## src/rtl/scr_pkg.sv

```systemverilog
`timescale 1ns/1ps
package scr_pkg;
  localparam int A_ENABLE = 0;
  localparam int A_IEN    = 4;
  localparam int A_CFG    = 8;
  localparam int A_TASK   = 16;
  localparam int OFS_SET  = 1;
  localparam int OFS_CLR  = 2;

  typedef enum logic [1:0] {SC_NONE, SC_MAIN, SC_SET, SC_CLR} sc_op_e;
endpackage

```

## src/rtl/setclr_reg.sv

```systemverilog
`timescale 1ns/1ps
module setclr_reg
  import scr_pkg::*;
#(
  parameter int W      = 8,
  parameter int ADDR_W = 6,
  parameter int BASE   = 4
) (
  input  logic              clk,
  input  logic              rst_n,
  input  logic              bus_we,
  input  logic [ADDR_W-1:0] bus_addr,
  input  logic [W-1:0]      wdata,
  output logic [W-1:0]      q,
  output sc_op_e            op
);
  function automatic logic [W-1:0] next_val(input sc_op_e o, input logic [W-1:0] cur,
                                            input logic [W-1:0] d);
    case (o)
      SC_MAIN: return d;
      SC_SET:  return cur | d;
      SC_CLR:  return cur & ~d;
      default: return cur;
    endcase
  endfunction

  always_comb begin
    op = SC_NONE;
    if (bus_we) begin
      if (bus_addr == ADDR_W'(BASE))                 op = SC_MAIN;
      else if (bus_addr == ADDR_W'(BASE + OFS_SET))  op = SC_SET;
      else if (bus_addr == ADDR_W'(BASE + OFS_CLR))  op = SC_CLR;
    end
  end

  always_ff @(posedge clk) begin
    if (!rst_n) q <= '0;
    else        q <= next_val(op, q, wdata);
  end

  p_main_r2: assert property (@(posedge clk) disable iff (!rst_n)
    op == SC_MAIN |=> q == $past(wdata));
  p_idle_r10: assert property (@(posedge clk) disable iff (!rst_n)
    op == SC_NONE |=> $stable(q));
  p_set_r3: assert property (@(posedge clk) disable iff (!rst_n)
    op == SC_SET |=> ((q & $past(wdata)) == $past(wdata)) &&
                     ((q & ~$past(wdata)) == ($past(q) & ~$past(wdata))));
  p_clr_r4: assert property (@(posedge clk) disable iff (!rst_n)
    op == SC_CLR |=> ((q & $past(wdata)) == '0) &&
                     ((q & ~$past(wdata)) == ($past(q) & ~$past(wdata))));
endmodule

```

## src/rtl/task_unit.sv

```systemverilog
`timescale 1ns/1ps
module task_unit #(
  parameter int N = 4
) (
  input  logic         clk,
  input  logic         rst_n,
  input  logic         en,
  input  logic [N-1:0] bus_req,
  input  logic [N-1:0] hw_trig,
  output logic [N-1:0] req,
  output logic [N-1:0] pulse
);
  always_comb req = (bus_req | hw_trig) & {N{en}};

  always_ff @(posedge clk) begin
    if (!rst_n) pulse <= '0;
    else        pulse <= req;
  end

  p_gate_r8: assert property (@(posedge clk) disable iff (!rst_n)
    !en |=> pulse == '0);
  p_trig_r7: assert property (@(posedge clk) disable iff (!rst_n)
    (en && hw_trig != '0) |=> (pulse & $past(hw_trig)) == $past(hw_trig));
  p_bus_r6: assert property (@(posedge clk) disable iff (!rst_n)
    (en && bus_req != '0) |=> (pulse & $past(bus_req)) == $past(bus_req));
  p_quiet_r6: assert property (@(posedge clk) disable iff (!rst_n)
    (bus_req == '0 && hw_trig == '0) |=> pulse == '0);
endmodule

```

## src/rtl/periph_regbank.sv

```systemverilog
`timescale 1ns/1ps
module periph_regbank
  import scr_pkg::*;
#(
  parameter int ADDR_W = 6,
  parameter int DATA_W = 32,
  parameter int IEN_W  = 8,
  parameter int CFG_W  = 32,
  parameter int N_TASK = 4
) (
  input  logic              clk,
  input  logic              rst_n,
  input  logic [ADDR_W-1:0] bus_addr,
  input  logic              bus_we,
  input  logic [DATA_W-1:0] bus_wdata,
  output logic [DATA_W-1:0] bus_rdata,
  input  logic [N_TASK-1:0] task_trig,
  output logic [IEN_W-1:0]  irq_en,
  output logic [CFG_W-1:0]  cfg,
  output logic              enabled,
  output logic [N_TASK-1:0] task_pulse
);
  localparam int TASK_END = A_TASK + N_TASK;

  sc_op_e              ien_op, cfg_op;
  logic                en_wr;
  logic                ien_sel, cfg_sel, rd_hit;
  logic [N_TASK-1:0]   task_bus_req, task_req;

  always_comb en_wr = bus_we && (bus_addr == ADDR_W'(A_ENABLE));

  always_ff @(posedge clk) begin
    if (!rst_n)     enabled <= 1'b0;
    else if (en_wr) enabled <= bus_wdata[0];
  end

  setclr_reg #(.W(IEN_W), .ADDR_W(ADDR_W), .BASE(A_IEN)) u_ien (
    .clk(clk), .rst_n(rst_n), .bus_we(bus_we), .bus_addr(bus_addr),
    .wdata(bus_wdata[IEN_W-1:0]), .q(irq_en), .op(ien_op));

  setclr_reg #(.W(CFG_W), .ADDR_W(ADDR_W), .BASE(A_CFG)) u_cfg (
    .clk(clk), .rst_n(rst_n), .bus_we(bus_we), .bus_addr(bus_addr),
    .wdata(bus_wdata[CFG_W-1:0]), .q(cfg), .op(cfg_op));

  for (genvar i = 0; i < N_TASK; i++) begin : g_task_dec
    assign task_bus_req[i] = bus_we && bus_wdata[0] &&
                             (bus_addr == ADDR_W'(A_TASK + i));
  end

  task_unit #(.N(N_TASK)) u_task (
    .clk(clk), .rst_n(rst_n), .en(enabled), .bus_req(task_bus_req),
    .hw_trig(task_trig), .req(task_req), .pulse(task_pulse));

  always_comb begin
    ien_sel = (bus_addr >= ADDR_W'(A_IEN)) && (bus_addr <= ADDR_W'(A_IEN + OFS_CLR));
    cfg_sel = (bus_addr >= ADDR_W'(A_CFG)) && (bus_addr <= ADDR_W'(A_CFG + OFS_CLR));
    rd_hit  = 1'b1;
    bus_rdata = '0;
    if (bus_addr == ADDR_W'(A_ENABLE)) bus_rdata[0] = enabled;
    else if (ien_sel)                  bus_rdata[IEN_W-1:0] = irq_en;
    else if (cfg_sel)                  bus_rdata[CFG_W-1:0] = cfg;
    else                               rd_hit = 1'b0;
  end

  p_alias_rd_r5: assert property (@(posedge clk) disable iff (!rst_n)
    ien_sel |-> bus_rdata[IEN_W-1:0] == irq_en);
  p_unmapped_r10: assert property (@(posedge clk) disable iff (!rst_n)
    !rd_hit |-> bus_rdata == '0);
  p_en_hold_r10: assert property (@(posedge clk) disable iff (!rst_n)
    !en_wr |=> $stable(enabled));
  p_task_range_r10: assert property (@(posedge clk) disable iff (!rst_n)
    (bus_we && (bus_addr < ADDR_W'(A_TASK) || bus_addr >= ADDR_W'(TASK_END))) |-> task_bus_req == '0);
endmodule

```

## config.mk

```make
export PLATFORM = sky130hd
export DESIGN_NAME = periph_regbank
export DESIGN_NICKNAME = d
export VERILOG_FILES = /design/src/rtl/scr_pkg.sv /design/src/rtl/setclr_reg.sv /design/src/rtl/task_unit.sv /design/src/rtl/periph_regbank.sv
export SDC_FILE = /design/constraint.sdc
export NUM_CORES = 1
export LEC_CHECK = 0
export ABC_AREA = 1
export BUFFER_PORTS_ARGS = -buffer_cell sky130_fd_sc_hd__buf_2
export CAP_MARGIN = 5
export CORE_MARGIN = 4
export CORE_UTILIZATION = 45
export CTS_BUF_LIST = sky130_fd_sc_hd__clkbuf_4 sky130_fd_sc_hd__clkbuf_8
export CTS_CLUSTER_DIAMETER = 60
export DETAILED_ROUTE_END_ITERATION = 6
export PLACE_DENSITY = 0.76
export SLEW_MARGIN = 15
export SYNTH_ARGS = -nofsm -noshare
export SYNTH_HDL_FRONTEND = slang
export SYNTH_HIERARCHICAL = 1
export SYNTH_SLANG_ARGS = --single-unit
```

## constraint.sdc

```tcl
create_clock -name clk -period 1.8 [get_ports clk]
set_clock_uncertainty 0.15 [all_clocks]
set_input_delay 0.36 -clock clk [delete_from_list [all_inputs] [get_ports clk]]
set_output_delay 0.36 -clock clk [all_outputs]
set_load 0.02 [all_outputs]
```

==> flow_metrics.env <==
export IMPL_grt_pass1_vias=3096
export IMPL_clock_sinks=45
export IMPL_drt_iter0_markers=194
export IMPL_initial_utilization=0.467
export IMPL_timing_rr_end="u_task/pulse[0]"
export IMPL_cts_root_buffer="clkbuf_8"
export IMPL_min_period_over_period=1.05
export IMPL_arrival_ps=1380
export IMPL_switching_share=0.284
export IMPL_drv_cap=0
export IMPL_whs_ps=184
export IMPL_holdCritPathClass="in2reg"
export IMPL_fin_crit_ps=1890
export IMPL_area_growth_pct=43.9
export IMPL_gp_congestion=0.919
export IMPL_drive_above_1_share=0.347
export IMPL_wl_per_cell_um=13.2
export IMPL_drcViolationCount=0
export IMPL_vias_per_cell=4.96
export IMPL_via_count=3326
export IMPL_r2r_slack_ps=910
export IMPL_nFillCells=526
export IMPL_grt_total_usage=0.217
export IMPL_setup_ws_ps=-89.5
export IMPL_power_per_cell_area_nw_per_um2=489
export IMPL_syn_nets=499
export IMPL_port_buffers=121
export IMPL_synthCells=454
export IMPL_overflow=0
export IMPL_cts_max_level=2
export IMPL_grt_pass1_wl_mm=13.4
export IMPL_finalHoldViolations=0
export IMPL_antenna_cells=0
export IMPL_dp_cells=658
export IMPL_power_switching_uw=558
export IMPL_crit_chain="buf_2, nor2_4, inv_2, nor2_4, nand2_4, buf_12, nor2_1, buf_4"
export IMPL_final_cells=671
export IMPL_combPwrFrac=0.172
export IMPL_dpl_hpwl_mm=6.03
export IMPL_worstSetupPathType="in2out"
export IMPL_avgSynthCellArea_um2=6.16
export IMPL_rsz0062_at_grt="yes"
export IMPL_end_kind="primary output"
export IMPL_layout_nets=640
export IMPL_ant_nets=0
export IMPL_dr_pass1_iters=4
export IMPL_path_clk_slew_ps=90
export IMPL_ir_worst_vdd_mv=0.413
export IMPL_clk_path_buf_depth=2
export IMPL_critPathSlowestCell="buf_12"
export IMPL_start_kind="primary input"
export IMPL_grt_max_degree=26
export IMPL_ios=122
export IMPL_fmax_mhz=529
export IMPL_antenna_found_initial=0
export IMPL_status="complete, but fails checks"
export IMPL_power_leakage_nw=2.10
export IMPL_finalSetupViolCount=26
export IMPL_p_int_mw=1.41
export IMPL_worstReg2RegStart="enabled"
export IMPL_netlist_area_um2=2800
export IMPL_max_stage_delay_ps=170
export IMPL_cts_tree="built"
export IMPL_routed_wl_mm=8.84
export IMPL_cts_hold_fix_buffers=0
export IMPL_clk_latency_ps=300
export IMPL_relSlewSlack=0.736
export IMPL_drv_slew=0
export IMPL_path_max_fanout=12
export IMPL_holdPathStages=4
export IMPL_cts_buffers=5
export IMPL_rows=28
export IMPL_seqPwrFrac=0.514
export IMPL_clockPowerShare=0.314
export IMPL_worst_slew_pin_slew_ps=396
export IMPL_rr_worst_depth=2
export IMPL_core_um2=5990
export IMPL_holdPathEnd="u_cfg/q[20]"
export IMPL_yosysWarnings=6
export IMPL_cp_data_required_time_ps=1290
export IMPL_cpMostUsedCell="nor2_4"
export IMPL_die_x_um=86.9
export IMPL_fp_dieH_um=86.9
export IMPL_dieArea_um2=7540
export IMPL_holdCritStartpoint="bus_wdata[20]"
export IMPL_violations="negative setup slack"
## routing by layer
metal	vias to the layer above	global-route usage	wire (um)
li1	1662	-	-
met1	1514	0.248	3430
met2	134	0.392	4580
met3	16	0.0435	656
met4	0	0.0878	174
met5	-	0	0
## through the flow
step | utilization | setup TNS [ps] | total power [mW] | worst slack [ps] | instance area [um2]
2_1_floorplan | - | 0 | 1.19 | 64.0 | 2800
3_3_place_gp | 0.598 | -1080 | 1.33 | -64.2 | 3580
5_1_grt | 0.672 | -2770 | 2.07 | -138 | 4030
3_5_place_dp | 0.598 | -1980 | 1.33 | -90.8 | 3580
6_report | 0.672 | -1490 | 1.97 | -89.5 | 4030
4_1_cts | 0.630 | -337 | 1.96 | -32.1 | 3770
## power groups by stage
stage | Clock, mW | Sequential, mW | Combinational (mW)
global placement | 0 | 1.03 | 0.293
floorplan | 0 | 1.05 | 0.143
CTS | 0.639 | 1.01 | 0.306
finish | 0.617 | 1.01 | 0.339
detailed placement | 0 | 1.04 | 0.299
global route | 0.683 | 1.01 | 0.372
## registers in the layout, summed over array words and instances, names as in the netlist
signal	count
enabled	1
u_cfg/q	32
u_ien/q	8
u_task/pulse	4
## critical path, delay by kind of cell
kind | cells | cell delay (ps)
buf+inv | 4 | 520
simple gates | 4 | 480
## how the worst max path moves through the flow
stage	from	end	slack, ps	cells after the start
6_report	bus_addr[4]	bus_rdata[31]	-90	8
5_1_grt	bus_addr[4]	bus_rdata[31]	-140	8
2_1_floorplan	bus_addr[5]	bus_rdata[11]	60	6
3_5_place_dp	bus_addr[5]	bus_rdata[3]	-90	8
4_1_cts	bus_addr[1]	bus_rdata[31]	-30	7
3_3_place_gp	bus_addr[5]	bus_rdata[3]	-60	8
## what timing repair did
item | in CTS | in global routing
setup endpoints to repair | 32 | 32
pin swaps | 0 | 8
gates resized for setup | 40 | 50
gates cloned | 0 | 2
buffers inserted | 0 | 3
## final cells by class
cell class	instances	area (um2)	share of cell area
Clock buffer	5	68.8	0.0171
Clock inverter	3	17.5	0.00435
Inverter	86	323	0.0802
Multi-Input combinational cell	303	1520	0.378
Sequential cell	45	901	0.224
Tap cell	75	93.8	0.0233
Timing Repair Buffer	154	1100	0.273
## cell usage in the layout (no fill, tap or decap)
cell type / instances
dfxtp_1: 45
nand3_4: 1
clkbuf_16: 1
nand2_4: 1
nand4_2: 1
or2_4: 1
buf_8: 2
inv_2: 5
nand4_4: 1
nand4_1: 1
nor3_1: 7
clkinvlp_4: 1
nand2_2: 3
a21oi_1: 41
o21ai_0: 1
inv_1: 81
clkinv_2: 2
clkbuf_8: 5
nand3_1: 52
nor2_1: 97
nor2_2: 11
nand2_1: 64
buf_4: 38
buf_6: 26
nor3_4: 2
nor2_4: 15
nand3_2: 3
buf_12: 2
buf_2: 85
o21ai_4: 1
Power figures use the tool's default switching activity.
